### src/rtl/pin_event_pkg.sv
package pin_event_pkg;

    localparam int BANK_W     = 16;
    localparam int N_BANKS    = 2;
    localparam int N_PINS     = BANK_W * N_BANKS;
    localparam int IDX_W      = $clog2(N_PINS);
    localparam int LIDX_W     = $clog2(BANK_W);
    localparam int BSEL_W     = $clog2(N_BANKS);
    localparam int ADDR_W     = 6;

    // Register selector taken from byte offset bits [5:2]
    typedef enum logic [3:0] {
        F_DIR  = 4'd0,
        F_DATA = 4'd1,
        F_STAT = 4'd2,
        F_IEN  = 4'd3,
        F_TYPE = 4'd4,
        F_POL  = 4'd5,
        F_HOLD = 4'd6,
        F_RSV  = 4'd7,
        F_FINH = 4'd8,
        F_RINH = 4'd9
    } field_e;

    typedef struct packed {
        logic [N_PINS-1:0] dir;
        logic [N_PINS-1:0] dout;
        logic [N_PINS-1:0] ien;
        logic [N_PINS-1:0] ttype;
        logic [N_PINS-1:0] apol;
        logic [N_PINS-1:0] hold;
        logic [N_PINS-1:0] finh;
        logic [N_PINS-1:0] rinh;
    } cfg_t;

    // Rising edges count unless only the rising inhibit is set
    function automatic logic rise_ok(logic f, logic r);
        return !(r && !f);
    endfunction

    // Falling edges count unless only the falling inhibit is set
    function automatic logic fall_ok(logic f, logic r);
        return !(f && !r);
    endfunction

    function automatic logic [N_PINS-1:0] put_half(logic [N_PINS-1:0] v, logic hi,
                                                   logic [BANK_W-1:0] d);
        logic [N_PINS-1:0] r;
        r = v;
        if (hi) r[N_PINS-1:BANK_W] = d;
        else    r[BANK_W-1:0]      = d;
        return r;
    endfunction

    function automatic logic [BANK_W-1:0] get_half(logic [N_PINS-1:0] v, logic hi);
        return hi ? v[N_PINS-1:BANK_W] : v[BANK_W-1:0];
    endfunction

    function automatic logic [LIDX_W-1:0] lowest_set(logic [BANK_W-1:0] v);
        logic [LIDX_W-1:0] r;
        r = '0;
        for (int i = BANK_W - 1; i >= 0; i--)
            if (v[i]) r = LIDX_W'(i);
        return r;
    endfunction

endpackage

### src/rtl/pin_event_regs.sv
module pin_event_regs
    import pin_event_pkg::*;
(
    input  logic              clk,
    input  logic              rst,
    input  logic [ADDR_W-1:0] addr,
    input  logic              wr,
    input  logic [BANK_W-1:0] wdata,
    input  logic              rd,
    input  logic [N_PINS-1:0] status,
    input  logic [N_PINS-1:0] pin_sync,
    output cfg_t              cfg,
    output logic [N_PINS-1:0] clr,
    output logic [BANK_W-1:0] rdata
);

    field_e             fld;
    logic               hi;
    logic               unused_a0;
    logic [N_PINS-1:0]  data_view;
    logic [BANK_W-1:0]  rd_mux;

    assign fld       = field_e'(addr[5:2]);
    assign hi        = addr[1];
    assign unused_a0 = addr[0];

    // Output pins show their latch, input pins show the synchronised level
    assign data_view = (cfg.dir & cfg.dout) | (~cfg.dir & pin_sync);

    assign clr = (wr && fld == F_STAT) ? put_half('0, hi, wdata) : '0;

    always_comb begin
        case (fld)
            F_DIR:   rd_mux = get_half(cfg.dir, hi);
            F_DATA:  rd_mux = get_half(data_view, hi);
            F_STAT:  rd_mux = get_half(status, hi);
            F_IEN:   rd_mux = get_half(cfg.ien, hi);
            F_TYPE:  rd_mux = get_half(cfg.ttype, hi);
            F_POL:   rd_mux = get_half(cfg.apol, hi);
            F_HOLD:  rd_mux = get_half(cfg.hold, hi);
            F_FINH:  rd_mux = get_half(cfg.finh, hi);
            F_RINH:  rd_mux = get_half(cfg.rinh, hi);
            default: rd_mux = '0;
        endcase
    end

    always_ff @(posedge clk) begin
        if (rst) begin
            cfg   <= '0;
            rdata <= '0;
        end else begin
            if (wr) begin
                case (fld)
                    F_DIR:   cfg.dir   <= put_half(cfg.dir, hi, wdata);
                    F_DATA:  cfg.dout  <= put_half(cfg.dout, hi, wdata);
                    F_IEN:   cfg.ien   <= put_half(cfg.ien, hi, wdata);
                    F_TYPE:  cfg.ttype <= put_half(cfg.ttype, hi, wdata);
                    F_POL:   cfg.apol  <= put_half(cfg.apol, hi, wdata);
                    F_HOLD:  cfg.hold  <= put_half(cfg.hold, hi, wdata);
                    F_FINH:  cfg.finh  <= put_half(cfg.finh, hi, wdata);
                    F_RINH:  cfg.rinh  <= put_half(cfg.rinh, hi, wdata);
                    default: ;
                endcase
            end
            if (rd) rdata <= rd_mux;
        end
    end

endmodule

### src/rtl/pin_event_detect.sv
module pin_event_detect
    import pin_event_pkg::*;
(
    input  logic              clk,
    input  logic              rst,
    input  logic [N_PINS-1:0] pin_in,
    input  logic [N_PINS-1:0] ttype,
    input  logic [N_PINS-1:0] apol,
    input  logic [N_PINS-1:0] hold,
    input  logic [N_PINS-1:0] finh,
    input  logic [N_PINS-1:0] rinh,
    input  logic [N_PINS-1:0] clr,
    output logic [N_PINS-1:0] status,
    output logic [N_PINS-1:0] pin_sync
);

    for (genvar i = 0; i < N_PINS; i++) begin : g_pin
        logic s1, s2, prev;
        logic rise, fall, ev, lvl;

        always_ff @(posedge clk) begin
            if (rst) begin
                s1   <= 1'b0;
                s2   <= 1'b0;
                prev <= 1'b0;
            end else begin
                s1   <= pin_in[i];
                s2   <= s1;
                prev <= s2;
            end
        end

        assign rise = s2 & ~prev;
        assign fall = ~s2 & prev;
        assign ev   = (rise & rise_ok(finh[i], rinh[i])) |
                      (fall & fall_ok(finh[i], rinh[i]));
        assign lvl  = (s2 == apol[i]);

        always_ff @(posedge clk) begin
            if (rst)           status[i] <= 1'b0;
            else if (!ttype[i]) status[i] <= lvl;
            else if (hold[i])   status[i] <= (status[i] & ~clr[i]) | ev;
            else                status[i] <= ev;
        end

        assign pin_sync[i] = s2;
    end

endmodule

### src/rtl/pin_event_prio.sv
module pin_event_prio
    import pin_event_pkg::*;
(
    input  logic [N_PINS-1:0]        pend,
    output logic [IDX_W-1:0]         idx,
    output logic                     none
);

    logic [N_BANKS-1:0]        bank_any;
    logic [N_BANKS*LIDX_W-1:0] bank_idx;

    for (genvar b = 0; b < N_BANKS; b++) begin : g_bank
        logic [BANK_W-1:0] v;
        assign v = pend[b*BANK_W +: BANK_W];
        assign bank_any[b] = |v;
        assign bank_idx[b*LIDX_W +: LIDX_W] = lowest_set(v);
    end

    // Lower bank number wins: scan from the top so the lowest overwrites
    always_comb begin
        idx  = '0;
        none = 1'b1;
        for (int b = N_BANKS - 1; b >= 0; b--) begin
            if (bank_any[b]) begin
                idx  = {b[BSEL_W-1:0], bank_idx[b*LIDX_W +: LIDX_W]};
                none = 1'b0;
            end
        end
    end

endmodule

### src/rtl/pin_event_ctrl.sv
module pin_event_ctrl
    import pin_event_pkg::*;
(
    input  logic              clk,
    input  logic              rst,
    input  logic [5:0]        bus_addr,
    input  logic              bus_wr,
    input  logic [15:0]       bus_wdata,
    input  logic              bus_rd,
    output logic [15:0]       bus_rdata,
    input  logic [31:0]       pin_in,
    output logic [31:0]       pin_out,
    output logic [31:0]       pin_oe,
    output logic              irq_out,
    output logic [4:0]        pend_idx,
    output logic              pend_none
);

    cfg_t              cfg;
    logic [N_PINS-1:0] clr;
    logic [N_PINS-1:0] status;
    logic [N_PINS-1:0] pin_sync;
    logic [N_PINS-1:0] pend;

    pin_event_regs u_regs (
        .clk      (clk),
        .rst      (rst),
        .addr     (bus_addr),
        .wr       (bus_wr),
        .wdata    (bus_wdata),
        .rd       (bus_rd),
        .status   (status),
        .pin_sync (pin_sync),
        .cfg      (cfg),
        .clr      (clr),
        .rdata    (bus_rdata)
    );

    pin_event_detect u_detect (
        .clk      (clk),
        .rst      (rst),
        .pin_in   (pin_in),
        .ttype    (cfg.ttype),
        .apol     (cfg.apol),
        .hold     (cfg.hold),
        .finh     (cfg.finh),
        .rinh     (cfg.rinh),
        .clr      (clr),
        .status   (status),
        .pin_sync (pin_sync)
    );

    assign pend = status & cfg.ien;

    pin_event_prio u_prio (
        .pend (pend),
        .idx  (pend_idx),
        .none (pend_none)
    );

    always_ff @(posedge clk) begin
        if (rst) irq_out <= 1'b0;
        else     irq_out <= |pend;
    end

    assign pin_out = cfg.dout;
    assign pin_oe  = cfg.dir;

endmodule

### config.mk
export PLATFORM = sky130hd
export DESIGN_NAME = pin_event_ctrl
export DESIGN_NICKNAME = d
export VERILOG_FILES = /design/src/rtl/pin_event_pkg.sv /design/src/rtl/pin_event_regs.sv /design/src/rtl/pin_event_detect.sv /design/src/rtl/pin_event_prio.sv /design/src/rtl/pin_event_ctrl.sv
export SDC_FILE = /design/constraint.sdc
export NUM_CORES = 1
export LEC_CHECK = 0
export ABC_AREA = 1
export BUFFER_PORTS_ARGS = -buffer_cell sky130_fd_sc_hd__buf_2
export CAP_MARGIN = 20
export CORE_UTILIZATION = 30
export CTS_BUF_LIST = sky130_fd_sc_hd__clkbuf_8
export DETAILED_ROUTE_END_ITERATION = 10
export PLACE_DENSITY_LB_ADDON = 0.2
export SLEW_MARGIN = 40
export SYNTH_ARGS = -nofsm -noshare
export SYNTH_HDL_FRONTEND = slang
export SYNTH_SLANG_ARGS = --single-unit
### constraint.sdc
create_clock -name clk -period 1.35 [get_ports clk]
set_clock_uncertainty 0.1 [all_clocks]
set_input_delay 0.2025 -clock clk [delete_from_list [all_inputs] [get_ports clk]]
set_output_delay 0.2025 -clock clk [all_outputs]
set_load 0.1 [all_outputs]
==> out/metrics.cfg, run 1 <==
[logic_synthesis]
yosysSeqAreaShare_pct=43.7
yosys.cell_types.count=36
netlist_instances=2577
synth_area_sq_um=18400
synth_seq_cells=401
syn_nets=2635
ys_warn_count=0
syn_area_per_cell_sq_um=7.12

[worst_setup_path]
crit_path_frequent_cell=nand2_1
cpMaxStageDelayCell=dfxtp_1
crit_fanout=2
cpPeakStageDelay_ps=360
critPathArrivalTime_ps=2290
r2r_start=u_detect.status[5]
r2r_setup_slack_ps=-360
crit_path_end_kind=output pin
critical_path_required_ps=1050
crit_chain=nand2_2 > nand3_2 > nand2_1 > nand2_1 > nand2_1 > nand2_1 > nand2_1 > nand2_1 > nand2_1 > nand2_1 > nand2_1 > nand2_1 > nand2_1 > nand2_1 > nand2_1 > nand2_2 > nand2_8 > buf_12
startpoint_type=register
path_class=register to output pin
worstSetupStartpoint=u_regs.cfg[174]

[power_and_ir_drop]
p_per_area_nw_per_um2=978
peakVddDrop_v=0.000463
total_power_mw=27.0
power_leakage_nw=10.9

[sta]
hold_viol=1
setup_slack_ps=-1240
fin_hold_ws_ps=-16.8
setup_viol=93
drv_slew=0
slew_headroom_pct=66.7
timing.fmax_mhz=386
period_share_pct=192
tightestPinTransition_ps=497
min_period_ps=2590
grt_setup_unrepaired=true

[route]
maxUsedRoutingLayer=met4
drt_iter0_markers=1894
routedWlPerCell_um=19.8
wl_met2_um=34400
wl_met3_um=5990
ant_nets=0
vias=20000
routed_wl_um=78000
firstDrtPassIters=6
met1_length_um=35800
vias_per_cell=5.08
drc=0

[floorplanning]
core_sq_um=60400
dieWidth_um=249
die_h_um=249
dieArea_sq_um=62200
start_util_pct=30.4
row_count=90
ioPinCount=145

[grt]
grt_max_degree=51
antenna_found_initial=1
grt_usage_pct=24.5
grt_pass1_vias=19100
overflow=0
grt_pass1_wl_um=116000

[placed_design]
io_buffers=143
gp_congestion=0.932
place_area_sq_um=24200
hpwl_um=56300

[finish]
nFillCells=5978
fin_area_sq_um=27600
nNetsFinal=3154
layout-drive-gt1-share_pct=34.6
syn2layout_area_growth_pct=50.7

[run_status]
failed_checks=hold timing, setup timing
status=finished, violations left

[clock_network]
clk_latency_ps=660
cts_root_buf=clkbuf_8
cts_buffers=73
cts_num_sinks=401
tritoncts=yes
clk_pin_slew_ps=60
cts_max_path_buffers=3
htree_levels=3

[hold_path]
hp-class=primary input to register
hold_start=rst

[run]
maxCapViolations=0

cells by family (layout without fill, tap and decap cells):
group,after synthesis,in the layout,share of synthesized area [%]
and+or+nand+nor,849,849,19.2
AOI/OAI and AO/OA,791,791,23.2
buffers and inverters,510,1082,12.6
DFF,401,401,43.7
xor gates and xnor gates,26,26,1.24
other,0,1,0
final timing paths:
kind	cells after the start	endpoint
hold reg to reg	2	u_detect.g_pin[10].s2
setup / recovery	18	pend_idx[0]
setup reg to reg	9	irq_out
hold / removal	5	u_regs.cfg[102]
layout by cell type (no fill, tap or decap), drive strengths merged, types with 4 or more instances in the layout:
| cell | n |
|---|---|
| buf | 634 |
| nand2 | 479 |
| dfxtp | 401 |
| a21oi | 373 |
| o21ai | 320 |
| inv | 292 |
| nand3 | 176 |
| nor2 | 163 |
| clkbuf | 93 |
| dlygate4sd3 | 54 |
| o211ai | 32 |
| a41oi | 32 |
| xnor2 | 26 |
| a22o | 16 |
| nor3 | 13 |
| nand4 | 10 |
| a211oi | 9 |
| clkinv | 8 |
| nor4 | 8 |
| a31oi | 4 |
power by group:
part           switching [mW]  internal [mW]
sequential              0.227           12.1
combinational            2.00           1.35
clock                    5.31           6.08
area by class of cell:
cell class	instances	area, sq um	area share [%]
diodes	1	2.50	0.00905
clock buffers	92	1270	4.58
clock inverters	36	145	0.525
inverters	265	1040	3.77
multi-input cells	1666	8820	31.9
flip-flops and latches	401	8270	29.9
well taps	782	978	3.54
repair buffers	689	7120	25.8
sequential cells by signal, indices dropped and copies added (netlist names):
name / cells
u_detect.g_pin.prev: 32
u_detect.status: 32
u_detect.g_pin.s1: 32
u_detect.g_pin.s2: 32
u_regs.rdata: 16
u_regs.cfg: 256
irq_out: 1
metrics by stage:
stage | setup WS, ps | setup TNS [ps] | utilization, % | cells | hold slack [ps]
2_1_floorplan | -1130 | -5170 | - | 2577 | 209
3_3_place_gp | -611 | -127880 | 40.1 | 3713 | 288
3_5_place_dp | -618 | -133390 | 40.1 | 3713 | 293
4_1_cts | -1240 | -28220 | 44.8 | 3917 | 17.0
5_1_grt | -1350 | -25770 | 45.8 | 3932 | 14.2
6_report | -1240 | -21530 | 45.8 | 3932 | -16.8
repair_timing:
| action | in CTS | in global routing |
|---|---|---|
| setup endpoints to repair | 104 | 300 |
| setup buffers | 48 | 22 |
| hold buffers | 54 | 1 |
| pin swaps | 62 | 83 |
| hold endpoints to repair | 254 | 8 |
| gates resized for setup | 324 | 176 |
cell usage after synthesis (all sizes together):
| library cell | instances | area [sq um] |
|---|---|---|
| nand2 | 479 | 1810 |
| clkinv | 2 | 8.75 |
| o21ai | 320 | 1600 |
| o31ai | 1 | 7.51 |
| xnor2 | 26 | 228 |
| o211ai | 32 | 240 |
| a41oi | 32 | 280 |
| nor3 | 13 | 76.3 |
| nor4 | 8 | 50.1 |
| nand4 | 10 | 62.6 |
| a211oi | 9 | 67.6 |
| o311ai | 2 | 17.5 |
| a22o | 16 | 140 |
| a221oi | 1 | 8.76 |
| buf | 149 | 950 |
| nor2 | 163 | 627 |
| clkbuf | 96 | 362 |
| a31oi | 4 | 25.0 |
| nand3 | 176 | 893 |
| dfxtp | 401 | 8030 |
| inv | 263 | 987 |
| a21oi | 373 | 1870 |
| o22ai | 1 | 6.26 |
routing by layer:
metal | global-route usage [%] | vias to the layer above
li1 | - | 9526
met2 | 37.6 | 824
met4 | 7.76 | 0
met5 | 0 | -
met1 | 34.6 | 9506
met3 | 4.17 | 118
critical path: cells and delay by family, from the launching register on:
family	cells	cell delay [ps]
buffers and inverters	1	170
flip-flops	1	360
AND/OR/NAND/NOR	17	1110
Note: power is estimated with default switching activity, not from simulation.
==> run 2: changes to the inputs <==
--- a/config.mk
+++ b/config.mk
@@ -8,10 +8,12 @@
 export ABC_AREA = 1
 export BUFFER_PORTS_ARGS = -buffer_cell sky130_fd_sc_hd__buf_2
 export CAP_MARGIN = 20
+export CORE_ASPECT_RATIO = 0.6
 export CORE_UTILIZATION = 30
 export CTS_BUF_LIST = sky130_fd_sc_hd__clkbuf_8
 export DETAILED_ROUTE_END_ITERATION = 10
 export PLACE_DENSITY_LB_ADDON = 0.2
+export SKIP_CTS_REPAIR_TIMING = 1
 export SLEW_MARGIN = 40
 export SYNTH_ARGS = -nofsm -noshare
 export SYNTH_HDL_FRONTEND = slang
==> constraint.sdc (replaced) <==
create_clock -name clk -period 1.35 [get_ports clk]
set_clock_uncertainty 0.1 [all_clocks]
set_input_delay 0.2025 -clock clk [delete_from_list [all_inputs] [get_ports clk]]
set_output_delay 0.2025 -clock clk [all_outputs]
set_load 0.02 [all_outputs]
==> run 2 against run 1 <==
The run ends with setup timing left. Core utilization fell by 0.92 points. Die area about the same. Register-to-register slack about the same. Critical endpoint is now pend_idx[1].
==> out/metrics.cfg, run 2 (synthesis results as in run 1) <==
[run_status]
status=finished, violations left
failed_checks=setup timing

[floorplanning]
die_h_um=194
row_count=69
core_sq_um=59800
start_util_pct=30.7
dieArea_sq_um=62200
ioPinCount=145
dieWidth_um=321

[worst_setup_path]
critPathArrivalTime_ps=2270
cp-endpoint=pend_idx[1]
critical_path_required_ps=1050
worstSetupStartpoint=u_detect.status[3]
r2r_setup_slack_ps=-350
reg2reg_depth=12
startpoint_type=register
r2r_start=u_detect.status[3]
crit_path_end_kind=output pin
crit_fanout=3
path_class=register to output pin
r2r_end=irq_out

[route]
drc=0
routed_wl_um=82900
vias_per_cell=5.10
drt_iter0_markers=2241
ant_nets=0
vias=20200
firstDrtPassIters=6
routedWlPerCell_um=20.9

[sta]
min_period_ps=2570
setup_viol=309
setup_slack_ps=-1220
tightestPinTransition_ps=563
slew_headroom_pct=62.1
hold_viol=0
period_share_pct=190
drv_slew=0
timing.fmax_mhz=389
grt_setup_unrepaired=true
finalSetupTns_ps=-31040
fin_hold_ws_ps=23.9

[clock_network]
cts_num_sinks=401
cts_root_buf=clkbuf_8
cts_buffers=69
htree_levels=3
clk_latency_ps=660
cts_max_path_buffers=3
clk_pin_slew_ps=60
tritoncts=yes

[grt]
grt_usage_pct=25.5
grt_pass1_vias=18200
grtUsageMet2_pct=32.5
grt_max_degree=80
met3_usage_pct=7.66
overflow=0
antenna_found_initial=0
grt_pass1_wl_um=118000
grtUsageMet1_pct=39.6
grt.busiest_layer=met1

[placed_design]
place_area_sq_um=22900
io_buffers=143
dpl.cell_count=3745
hpwl_um=59800
gp_congestion=0.988
dp_slack_ps=-794

[power_and_ir_drop]
total_power_mw=26.5
p_per_area_nw_per_um2=987
power_leakage_nw=10.8
peakVddDrop_v=0.000481

[finish]
syn2layout_area_growth_pct=46.3
final_cells=3968
largest_reg_flops=256
utilization_pct=44.9
mostFrequentLayoutCells=424 x buf_4, 417 x nand2_1, 330 x a21oi_1, 258 x o21ai_0, 258 x dfxtp_1
layout.cells.most_common=buf_4
layout-drive-gt1-share_pct=35.2
registers.top_by_ff_count=u_regs.cfg
diodes=0
nFillCells=6066
fin_area_sq_um=26900
nNetsFinal=3166

[run]
maxCapViolations=0

[hold_path]
hp-class=primary input to register

run 2: cell count changes in the layout (fill, tap and decap cells not counted), moves of 6 or more:
cell,delta
buf_12,-88
inv_4,-6
nand2_2,-17
nand2_1,+12
buf_4,+44
clkbuf_8,-7
dfxtp_1,-18
buf_6,+63
nand2_4,+6
inv_1,-10
a21oi_1,+8
dfxtp_2,+19
run 2: how the worst min path moves through the flow:
stage	from	cells past startpoint	end	slack [ps]
after floorplan	pin_in[0]	2	u_detect.g_pin[0].s1	210
after global placement	u_detect.g_pin[0].s1	2	u_detect.g_pin[0].s2	290
after detailed placement	u_detect.g_pin[14].s1	2	u_detect.g_pin[14].s2	290
after CTS	pin_in[6]	3	u_detect.g_pin[6].s1	-410
after global routing	rst	4	u_regs.rdata[7]	20
final	rst	4	u_regs.rdata[7]	20
run 2: area by class of cell:
type	count	area, sq um	share of cell area [%]
tap	816	1020	3.80
inverter	265	1050	3.91
timing repair buffer	705	6370	23.7
clock inverter	30	150	0.559
sequential	401	8290	30.9
multi-input combinational	1666	8800	32.8
clock buffer	85	1170	4.36
run 2: power breakdown:
part | switching, mW | internal, mW | leakage [nW]
logic | 1.79 | 1.26 | 6.68
registers | 0.239 | 12.1 | 3.34
clock network | 5.31 | 5.82 | 0.766
run 2: critical path: stages (launching register included):
cell and delay (ps):
dfxtp_2 340, nand2_2 80, nand2_2 70, inv_2 50
nand3_2 80, nor3_2 190, inv_1 80, nor2_2 130
inv_2 70, nor2_4 120, o21ai_2 90, o22ai_4 160
buf_6 150
run 2: routing by layer:
metal | share of wire [%] | wire length, um
met1 | 49 | 40400
met2 | 38 | 31400
met3 | 11 | 9160
met4 | 2.3 | 1920
met5 | 0 | 0
